$ cat src/rtl/rlb_pkg.sv
package rlb_pkg;
  typedef enum logic [2:0] {
    BK_NONE,
    BK_LOAD,
    BK_KERNEL,
    BK_DRAIN,
    BK_LAST,
    BK_EXIT
  } br_kind_e;
endpackage

$ cat src/rtl/rlb_branch_ctrl.sv
module rlb_branch_ctrl
  import rlb_pkg::*;
#(
  parameter int CNT_W  = 16,
  parameter int ROT_N  = 8,
  parameter int BASE_W = $clog2(ROT_N)
) (
  input  logic              clk_i,
  input  logic              rst_ni,
  input  logic              ld_i,
  input  logic [CNT_W-1:0]  ld_trip_i,
  input  logic [CNT_W-1:0]  ld_drain_i,
  input  logic              br_i,
  output logic              taken_o,
  output logic              fallthru_o,
  output logic              rot_o,
  output logic              stage_o,
  output logic [BASE_W-1:0] base_o,
  output logic [BASE_W-1:0] base_nxt_o,
  output logic [CNT_W-1:0]  trip_o,
  output logic [CNT_W-1:0]  drain_o
);
  localparam logic [BASE_W-1:0] BASE_TOP = BASE_W'(ROT_N - 1);

  logic [CNT_W-1:0]  trip_q, drain_q;
  logic [BASE_W-1:0] base_q;
  br_kind_e          kind;

  always_comb begin
    if (ld_i)                      kind = BK_LOAD;
    else if (!br_i)                kind = BK_NONE;
    else if (trip_q != '0)         kind = BK_KERNEL;
    else if (drain_q > CNT_W'(1))  kind = BK_DRAIN;
    else if (drain_q == CNT_W'(1)) kind = BK_LAST;
    else                           kind = BK_EXIT;
  end

  assign taken_o    = (kind == BK_KERNEL) || (kind == BK_DRAIN);
  assign fallthru_o = (kind == BK_LAST) || (kind == BK_EXIT);
  assign rot_o      = (kind == BK_KERNEL) || (kind == BK_DRAIN) || (kind == BK_LAST);
  assign stage_o    = (kind == BK_KERNEL);
  assign base_nxt_o = (base_q == '0) ? BASE_TOP : base_q - BASE_W'(1);

  always_ff @(posedge clk_i or negedge rst_ni) begin
    if (!rst_ni) begin
      trip_q  <= '0;
      drain_q <= '0;
      base_q  <= '0;
    end else begin
      unique case (kind)
        BK_LOAD: begin
          trip_q  <= ld_trip_i;
          drain_q <= ld_drain_i;
          base_q  <= '0;
        end
        BK_KERNEL: begin
          trip_q <= trip_q - CNT_W'(1);
          base_q <= base_nxt_o;
        end
        BK_DRAIN, BK_LAST: begin
          drain_q <= drain_q - CNT_W'(1);
          base_q  <= base_nxt_o;
        end
        default: ;
      endcase
    end
  end

  assign base_o  = base_q;
  assign trip_o  = trip_q;
  assign drain_o = drain_q;
endmodule

$ cat src/rtl/rlb_rot_map.sv
module rlb_rot_map #(
  parameter int IDX_W  = 7,
  parameter int WIN_LO = 32,
  parameter int WIN_N  = 8,
  parameter int BASE_W = $clog2(WIN_N)
) (
  input  logic [IDX_W-1:0]  log_i,
  input  logic [BASE_W-1:0] base_i,
  output logic [IDX_W-1:0]  phys_o,
  output logic              in_win_o,
  output logic [BASE_W-1:0] slot_o
);
  localparam int OFF_W = BASE_W + 1;
  localparam logic [IDX_W-1:0] LO = IDX_W'(WIN_LO);
  localparam logic [IDX_W-1:0] HI = IDX_W'(WIN_LO + WIN_N);

  logic [IDX_W-1:0] rel;
  logic [OFF_W-1:0] sum, wrapped;

  assign in_win_o = (log_i >= LO) && (log_i < HI);
  assign rel      = log_i - LO;
  assign sum      = {1'b0, rel[BASE_W-1:0]} + {1'b0, base_i};
  assign wrapped  = (sum >= OFF_W'(WIN_N)) ? sum - OFF_W'(WIN_N) : sum;
  assign slot_o   = wrapped[BASE_W-1:0];
  assign phys_o   = in_win_o ? LO + IDX_W'(slot_o) : log_i;
endmodule

$ cat src/rtl/rlb_pred_bank.sv
module rlb_pred_bank #(
  parameter int ROT_N  = 8,
  parameter int BASE_W = $clog2(ROT_N)
) (
  input  logic              clk_i,
  input  logic              rst_ni,
  input  logic              prime_i,
  input  logic              rot_i,
  input  logic [BASE_W-1:0] wr_slot_i,
  input  logic              stage_i,
  input  logic              rd_en_i,
  input  logic [BASE_W-1:0] rd_slot_i,
  output logic              val_o
);
  logic [ROT_N-1:0] bits_q;

  for (genvar g = 0; g < ROT_N; g++) begin : g_bit
    // priming happens with base 0, so logical p16 sits in slot 0
    always_ff @(posedge clk_i or negedge rst_ni) begin
      if (!rst_ni)                                      bits_q[g] <= 1'b0;
      else if (prime_i)                                 bits_q[g] <= (g == 0);
      else if (rot_i && (wr_slot_i == BASE_W'(g)))      bits_q[g] <= stage_i;
    end
  end

  assign val_o = rd_en_i && bits_q[rd_slot_i];
endmodule

$ cat src/rtl/rot_loop_branch_unit.sv
module rot_loop_branch_unit #(
  parameter int CNT_W     = 16,
  parameter int ROT_N     = 8,
  parameter int GR_IDX_W  = 7,
  parameter int GR_ROT_LO = 32,
  parameter int PR_IDX_W  = 6,
  parameter int PR_ROT_LO = 16
) (
  input  logic                clk_i,
  input  logic                rst_ni,
  input  logic                ld_i,
  input  logic [CNT_W-1:0]    ld_trip_i,
  input  logic [CNT_W-1:0]    ld_drain_i,
  input  logic                br_i,
  output logic                taken_o,
  output logic                fallthru_o,
  input  logic [GR_IDX_W-1:0] gr_log_i,
  output logic [GR_IDX_W-1:0] gr_phys_o,
  input  logic [PR_IDX_W-1:0] pr_log_i,
  output logic [PR_IDX_W-1:0] pr_phys_o,
  output logic                pr_val_o
);
  localparam int BASE_W = $clog2(ROT_N);

  logic              rot_w, stage_w, pr_in_win;
  logic [BASE_W-1:0] base_w, base_nxt_w, pr_slot, gr_slot_unused;
  logic [CNT_W-1:0]  trip_w, drain_w;
  logic              gr_in_win_unused;

  rlb_branch_ctrl #(.CNT_W(CNT_W), .ROT_N(ROT_N), .BASE_W(BASE_W)) u_ctrl (
    .clk_i      (clk_i),
    .rst_ni     (rst_ni),
    .ld_i       (ld_i),
    .ld_trip_i  (ld_trip_i),
    .ld_drain_i (ld_drain_i),
    .br_i       (br_i),
    .taken_o    (taken_o),
    .fallthru_o (fallthru_o),
    .rot_o      (rot_w),
    .stage_o    (stage_w),
    .base_o     (base_w),
    .base_nxt_o (base_nxt_w),
    .trip_o     (trip_w),
    .drain_o    (drain_w)
  );

  rlb_rot_map #(.IDX_W(GR_IDX_W), .WIN_LO(GR_ROT_LO), .WIN_N(ROT_N), .BASE_W(BASE_W)) u_gr_map (
    .log_i    (gr_log_i),
    .base_i   (base_w),
    .phys_o   (gr_phys_o),
    .in_win_o (gr_in_win_unused),
    .slot_o   (gr_slot_unused)
  );

  rlb_rot_map #(.IDX_W(PR_IDX_W), .WIN_LO(PR_ROT_LO), .WIN_N(ROT_N), .BASE_W(BASE_W)) u_pr_map (
    .log_i    (pr_log_i),
    .base_i   (base_w),
    .phys_o   (pr_phys_o),
    .in_win_o (pr_in_win),
    .slot_o   (pr_slot)
  );

  // new stage bit lands in the slot logical p16 names after this rotation
  rlb_pred_bank #(.ROT_N(ROT_N), .BASE_W(BASE_W)) u_pred (
    .clk_i     (clk_i),
    .rst_ni    (rst_ni),
    .prime_i   (ld_i),
    .rot_i     (rot_w),
    .wr_slot_i (base_nxt_w),
    .stage_i   (stage_w),
    .rd_en_i   (pr_in_win),
    .rd_slot_i (pr_slot),
    .val_o     (pr_val_o)
  );
endmodule

$ cat config.mk
export PLATFORM = sky130hd
export DESIGN_NAME = rot_loop_branch_unit
export DESIGN_NICKNAME = d
export VERILOG_FILES = /design/src/rtl/rlb_pkg.sv /design/src/rtl/rlb_branch_ctrl.sv /design/src/rtl/rlb_rot_map.sv /design/src/rtl/rlb_pred_bank.sv /design/src/rtl/rot_loop_branch_unit.sv
export SDC_FILE = /design/constraint.sdc
export NUM_CORES = 1
export LEC_CHECK = 0
export CAP_MARGIN = 20
export CELL_PAD_IN_SITES_DETAIL_PLACEMENT = 0
export CELL_PAD_IN_SITES_GLOBAL_PLACEMENT = 1
export CORE_MARGIN = 4
export CORE_UTILIZATION = 41
export CTS_BUF_LIST = sky130_fd_sc_hd__clkbuf_16
export DETAILED_ROUTE_END_ITERATION = 8
export PLACE_DENSITY = 0.95
export SLEW_MARGIN = 10
export SYNTH_ARGS = -nofsm -noshare
export SYNTH_HDL_FRONTEND = slang
export SYNTH_SLANG_ARGS = --single-unit
$ cat constraint.sdc
create_clock -name clk_i -period 4.5 [get_ports clk_i]
set_input_delay 0.675 -clock clk_i [delete_from_list [all_inputs] [get_ports clk_i]]
set_output_delay 0.675 -clock clk_i [all_outputs]
set_load 0.01 [all_outputs]
# Yosys cells after proc, flatten, opt, wreduce, memory -nomap -nowiden
# Index checks and enable logic that the tools add are counted.
[op_classes]
n_addsub = 11
order_cmp = 8
eq_ne = 13
n_mux = 31
reduce_logical = 30
[ops]
columns = ["op", "count"]
rows = [
  ["$pmux W16 S2", 2],
  ["$sub A16 B1 Y16 const B", 2],
  ["$reduce_bool A2 Y1", 11],
  ["$mux W3", 7],
  ["$eq A3 B3 Y1 const B", 6],
  ["$mux W1", 18],
  ["$eq A16 B1 Y1 const B", 1],
  ["$gt A16 B1 Y1 const B", 1],
  ["$reduce_bool A16 Y1", 1],
  ["$sub A3 B1 Y3 const B", 5],
  ["$eq A3 B2 Y1 const B", 4],
  ["$logic_and A1 B1 Y1", 11],
  ["$add A3 B3 Y4", 2],
  ["$ge A4 B4 Y1 const B", 2],
  ["$add A6 B3 Y7 const A", 1],
  ["$ge A7 B6 Y1 const B", 1],
  ["$lt A7 B6 Y1 const B", 1],
  ["$mux W7", 1],
  ["$add A5 B3 Y6 const A", 1],
  ["$eq A3 B1 Y1 const B", 2],
  ["$ge A6 B5 Y1 const B", 1],
  ["$logic_not A3 Y1", 2],
  ["$lt A6 B5 Y1 const B", 1],
  ["$mux W6", 1],
  ["other kinds (6)", 8],
]
[totals]
reg_bits = 43
output_inout_bits = 16
word_cells = 104

# Depth between registers and ports, before layout
# Gate-level depths: netlist of run 1.
[depth]
depth_word = 12
ltp_mapped = 8
ltp_nobuf = 7

# Modules after synthesis
# From an unflattened synthesis of run 1, not the netlist that was laid out.
[unflattened]
hier_cells = 326
hier_area_um2 = 3084.2
[by_module_without_submodules]
columns = ["module", "n_inst", "cells_each", "area_each_um2"]
rows = [
  ["rlb_branch_ctrl", 1, 251, 2318.5],
  ["rlb_pred_bank", 1, 41, 484.2],
  ["rlb_rot_map (u_gr_map)", 1, 18, 146.4],
  ["rlb_rot_map (u_pr_map)", 1, 16, 135.1],
]

# Least setup slack after synthesis of run 1
# OpenSTA, ideal clock, no wires.
[synth_path]
path_type = "input to output"
startpoint = "input port pr_log_i[0]"
endpoint = "output port pr_val_o"
arrival_ps = 1889
required_time_ps = 3825
slack_ps = 1936
cell_stages = 6
cell_sequence = "ha_1 fa_1 xor2_1 xor2_1 mux2i_1 nor2b_1"
[synth_between]
elab_chain_cells = 7
word_cells_on_any_way = 11
classes_between = "add/sub: 3; order compare: 3; mux: 3; reduce/logical: 2"
[synth_lines]
columns = ["item", "line_no", "rtl"]
rows = [
  ["start: declaration", "rot_loop_branch_unit.sv:19", "input logic [PR_IDX_W-1:0] pr_log_i,"],
  ["$sub A3 B1 Y3", "rlb_rot_map.sv:21", "assign rel = log_i - LO;"],
  ["$add A3 B3 Y4", "rlb_rot_map.sv:22", "assign sum = {1'b0, rel[BASE_W-1:0]} + {1'b0, base_i};"],
  ["$ge A4 B4 Y1 / $sub A3 B1 Y3 (equally long branches)", "rlb_rot_map.sv:23", "assign wrapped = (sum >= OFF_W'(WIN_N)) ? sum - OFF_W'(WIN_N) : sum;"],
  ["$mux W3", "rlb_rot_map.sv:23", ""],
  ["$bmux W1 S3", "rlb_pred_bank.sv:26", "assign val_o = rd_en_i && bits_q[rd_slot_i];"],
  ["$mux W1 (implied by the code)", "rlb_pred_bank.sv:26", ""],
  ["$logic_and A1 B1 Y1 *", "rlb_pred_bank.sv:26", ""],
  ["end: declaration", "rot_loop_branch_unit.sv:21", "output logic pr_val_o"],
]
# Every way passes the cells marked *; elsewhere a longest branch is shown, timed or not. The select of a mux whose other input is x is not followed.

# Worst setup path after layout of run 1
# Ends and elaborated chain as after synthesis.

==> results.ini, run 1 <==
[run_status]
status = complete, no violations

[sta]
worstMarginPinSlew_ps = 983
timing.fmax_mhz = 282
fin_skew_ps = 7.83
maxSlewViolCount = 0
rsz0062_at_grt = no
fin_setup_tns_ps = 0
period_share_pct = 78.8
setup_viol = 0
slew_headroom_pct = 34.5
hold_violations = 0
finalCriticalPeriod_ps = 3550

[die]
design.core.area_um2 = 6760
die_area_um2 = 8320
io_pins = 65
die_w_um = 91.2
fp-row-count = 30
start_util_pct = 42.0
die_height_um = 91.2

[pwr]
power.leakage_nw = 1.42
power.total_mw = 1.10
irDropWorstVdd_uv = 158
cellPowerDensity_nw_per_um2 = 303

[flow_run]
cap_violations = 0

[synthesis]
ys.flop_type = dfrtp_1
synth_top_area_share_pct = 37.9
synth.distinct_cells = 58
seq_area_frac_synth_pct = 37.9
async_reset_ff_share_pct = 100
netlist_instances = 306
netlist_top_cells_count = dfrtp_1, nand2_1, clkbuf_1, nand3_1, inv_1
synth_edf_count = 0
syn_nets = 365
synth_top_area_cell = dfrtp_1
avgSynthCellArea_um2 = 9.28
ys_warn_count = 0
ys_top_cells_by_area = dfrtp_1, nand2_1, ha_1, o211ai_1, nand3_1
yosysMostFrequentCell = dfrtp_1
ys_ff_latch = 43
syn_area_um2 = 2840

[critical_path]
cp-end-kind = output pin
crit-reg2reg-launch = u_ctrl.trip_o[0]
cp.required_ps = 3830
crit_start = pr_log_i[0]
worst-path-max-fanout = 3
start_kind = primary input
cp.arrival_ps = 2870
worstSetupPathType = primary input to output pin

[global_route]
track_usage_pct = 17.1
grt-ovfl-total = 0
grt_max_degree = 44
grt_first_pass_wirelength_mm = 11.7
grt_pass1_vias = 2472
antenna_found_initial = 0

[place]
placedCellCount = 427
routabilityCongestion = 0.823
dp_hpwl_mm = 5.15
place.port_buffers = 64

[clocking]
cts_resized = 0
cts_setup_buffers = 0
worstSkewPairLatency_ps = 290
cts_hold_buf = 0
numCtsBuffers = 5
clk_path_buf_depth = 2
htree_levels = 2
cts_root_buf = clkbuf_16
path_clk_slew_ps = 60
clock_sinks = 43
tritoncts = built

[cells_and_area]
nNetsFinal = 414
instances_no_fill = 436
n_fill_cell = 624
insertedDiodeCount = 0
syn2layout_area_growth_pct = 27.8
final_layout_size_suffix_gt1_share_pct = 6.18

[min_path]
hold_class = flop to flop
min_from = u_pred.bits_q[0]

[routing]
wl_mm = 6.98
drtPass1Iterations = 5
avgRoutedWirePerCell_um = 16.0
first_iter_violations = 104
vias_per_cell = 5.99
via_count = 2613
drc = 0
ant_nets = 0

-- state kept, by name, summed over array words and instances (netlist names) --
register and cells:
u_pred.bits_q 8, u_ctrl.base_o 3, u_ctrl.drain_o 16, u_ctrl.trip_o 16
-- through the flow --
step / instance area (µm²) / utilization, % / hold slack, ps / setup WS [ps]
5_1_grt: 3630 / 53.7 / 537 / 829
3_3_place_gp: 3480 / 51.6 / 504 / 1010
4_1_cts: 3620 / 53.6 / 517 / 928
6_report: 3630 / 53.7 / 515 / 954
2_1_floorplan: 2840 / - / 379 / 1940
3_5_place_dp: 3480 / 51.6 / 504 / 925
-- path summary, 6_finish.rpt --
path | end | slack, ps | cells past startpoint
max | pr_val_o | 950 | 7
min | u_pred.bits_q[0] | 520 | 1
max reg2reg | u_ctrl.drain_o[10] | 1840 | 7
min reg2reg | u_pred.bits_q[0] | 520 | 1
max in group asynchronous | u_ctrl.trip_o[15] | 3330 | 1
min in group asynchronous | u_ctrl.drain_o[12] | 540 | 1
-- report_power, final --
group | internal [mW] | leakage (nW) | switching [mW]
clock network | 0.200 | 0.0701 | 0.144
logic | 0.147 | 0.828 | 0.137
registers | 0.428 | 0.525 | 0.0434
-- final cells by class --
| class | count | area (µm²) | area share [%] |
|---|---|---|---|
| clock inverters | 3 | 11.3 | 0.310 |
| clock buffers | 5 | 125 | 3.45 |
| flip-flops and latches | 43 | 1080 | 29.7 |
| repair buffers | 67 | 658 | 18.1 |
| inverters | 17 | 63.8 | 1.76 |
| well taps | 80 | 100 | 2.76 |
| multi-input cells | 221 | 1590 | 43.9 |
-- per-layer routing --
layer / up-vias / track usage (%) / wire, µm
met1: 1266 / 24.1 / 3290
met3: 6 / 3.73 / 375
met4: 0 / 4.15 / 68
li1: 1265 / - / -
met2: 76 / 26.9 / 3250
met5: - / 0 / 0
-- placed cells by master, fill, tap and decap left out, drive strengths merged, types with 5 or more instances in the layout --
| cell | n |
|---|---|
| xnor2 | 5 |
| nand4b | 5 |
| or4 | 10 |
| nand3 | 18 |
| nand2 | 33 |
| nand4 | 6 |
| nor4 | 8 |
| a32o | 7 |
| ha | 8 |
| clkbuf | 5 |
| or3 | 6 |
| o211ai | 13 |
| mux2 | 5 |
| nor3 | 13 |
| inv | 18 |
| o311ai | 10 |
| dfrtp | 43 |
| nor2 | 10 |
| clkdlybuf4s50 | 63 |
| mux2i | 7 |
-- worst max-delay path, stage by stage --
cell and delay (ps):
clkdlybuf4s50_1 430, ha_1 220, fa_1 560, mux4_2 320, mux2i_1 140, nor2b_1 60
clkdlybuf4s50_1 470
-- cells by family (layout without fill, tap and decap cells) --
logic type / count (synthesis) / after routing / synth area share [%]
compound gates: 62 / 62 / 17.6
xor+xnor: 7 / 7 / 2.16
fa+ha+maj: 10 / 10 / 4.94
buf+inv: 42 / 92 / 5.99
flops: 43 / 43 / 37.9
mux: 14 / 14 / 6.17
simple gates: 128 / 128 / 25.3
(Power assumes the default switching activity.)
==> run 2, diff against run 1 <==
Settings changed: CORE_UTILIZATION 41 to 34, PLACE_DENSITY 0.95 to 0.87.
Clock period 4.5 ns to 3.12 ns, I/O delays scaled along.
==> run 2 against run 1 <==
Net effect: design area grew 3.2%; combinational power grew 47%; non-clock buffer count grew 7; clock skew shrank 2.3 ps; wire length grew 5.4%; sequential power grew 45%; flip-flop and latch count is the same; utilization shrank 7.9 points; via count grew 0.73%; setup slack lost 800 ps; die area grew 19%.
==> results.ini, run 2 (synthesis results as in run 1) <==
[run_status]
status = complete, no violations

[sta]
rsz0062_at_grt = no
fin_skew_ps = 5.56
whs_ps = 89.4
fin_setup_tns_ps = 0
worstMarginPinSlew_ps = 549
setup_viol = 0
finalCriticalPeriod_ps = 2970
slew_headroom_pct = 63.2
timing.fmax_mhz = 337
maxSlewViolCount = 0
period_share_pct = 95.0
hold_violations = 0

[clocking]
htree_levels = 2
cts_hold_buf = 0
numCtsBuffers = 5
clock_sinks = 43
tritoncts = built
cts_root_buf = clkbuf_16
worstSkewPairLatency_ps = 280
path_clk_slew_ps = 60
clk_path_buf_depth = 2

[critical_path]
reg2reg_depth = 6
cp.required_ps = 2650
start_kind = primary input
cp.arrival_ps = 2500
cp-end-kind = output pin
reg2reg_to = u_ctrl.drain_o[9]
worstSetupPathType = primary input to output pin
crit-reg2reg-launch = u_ctrl.trip_o[3]
worst-path-max-fanout = 2
r2r_slack_ps = 660

[die]
die_area_um2 = 9880
start_util_pct = 34.7
io_pins = 65
die_w_um = 99.4
design.core.area_um2 = 8180
fp-row-count = 33
die_height_um = 99.4

[routing]
drc = 0
avgRoutedWirePerCell_um = 15.7
vias_per_cell = 5.62
drtPass1Iterations = 4
wl_mm = 7.35
via_count = 2632
first_iter_violations = 99
ant_nets = 0

[min_path]
hold_class = primary input to asynchronous set/reset pin

[global_route]
use_met2_pct = 25.1
use_met3_pct = 3.16
grt-ovfl-total = 0
grt_max_degree = 44
track_usage_pct = 14.9
use_met1_pct = 19.9
grt_first_pass_wirelength_mm = 12.2
grt_busiest_layer = met2
antenna_found_initial = 0
grt_pass1_vias = 2569

[cells_and_area]
final_common_cell = clkdlybuf4s50_1
n_fill_cell = 800
final-seq-area_um2 = 1080
syn2layout_area_growth_pct = 31.8
nNetsFinal = 421
final_layout_size_suffix_gt1_share_pct = 8.82
multi_input_area_um2 = 1610
post-route-util_pct = 45.8
insertedDiodeCount = 0
final_cell_mix = clkdlybuf4s50_1, dfrtp_1, nand2_1

[flow_run]
cap_violations = 0

[place]
dp_hpwl_mm = 5.27
routabilityCongestion = 0.826
place.port_buffers = 64

[pwr]
irDropWorstVdd_uv = 222
power.leakage_nw = 1.47
cellPowerDensity_nw_per_um2 = 426

-- run 2: how the worst max path moves through the flow --
stage	from	end	slack, ps	cells after the start
after floorplan	u_ctrl.trip_o[0]	fallthru_o	890	6
after global placement	pr_log_i[0]	pr_val_o	50	7
after detailed placement	pr_log_i[0]	pr_val_o	-60	8
after CTS	u_ctrl.trip_o[0]	taken_o	90	8
after global routing	pr_log_i[0]	pr_phys_o[2]	60	7
final	pr_log_i[0]	pr_phys_o[2]	150	7
-- run 2: per-layer routing --
layer | vias to the layer above | wire length, µm
li1 | 1275 | -
met1 | 1265 | 3360
met2 | 88 | 3460
met3 | 4 | 484
met4 | 0 | 51
met5 | - | 0
-- run 2: area by class of cell --
type                       instances  share of cell area [%]
multi-input combinational        221                    43.1
clock buffer                       5                    3.34
inverter                          17                    1.71
sequential                        43                    28.8
timing repair buffer              74                    19.3
tap                              105                    3.51
clock inverter                     3                   0.301
-- run 2: repair_timing --
item,4_1_cts,5_1_grt
pin swaps,0,0
setup endpoints to repair,1,1
buffers inserted,0,0
gates resized for setup,2,2
gates cloned,0,0
-- run 2: worst max-delay path: stages --
cell,delay [ps]
clkdlybuf4s50_1,430
ha_1,230
fa_1,400
xor2_2,180
nand2_1,90
xnor2_1,150
clkdlybuf4s50_1,550
-- run 2: through the flow --
stage	cells	worst slack, ps	total power, mW	instance area [µm²]
6_report	468	154	1.59	3740
5_1_grt	468	58.2	1.69	3740
4_1_cts	466	91.5	1.60	3700
3_5_place_dp	458	-60.0	1.10	3560
3_3_place_gp	458	48.1	1.09	3560
2_1_floorplan	306	886	0.933	2840
-- run 2: where the power goes --
part           switching, mW  total, mW  internal (mW)
clock                  0.204      0.492          0.288
combinational          0.198      0.417          0.220
sequential            0.0675      0.685          0.617
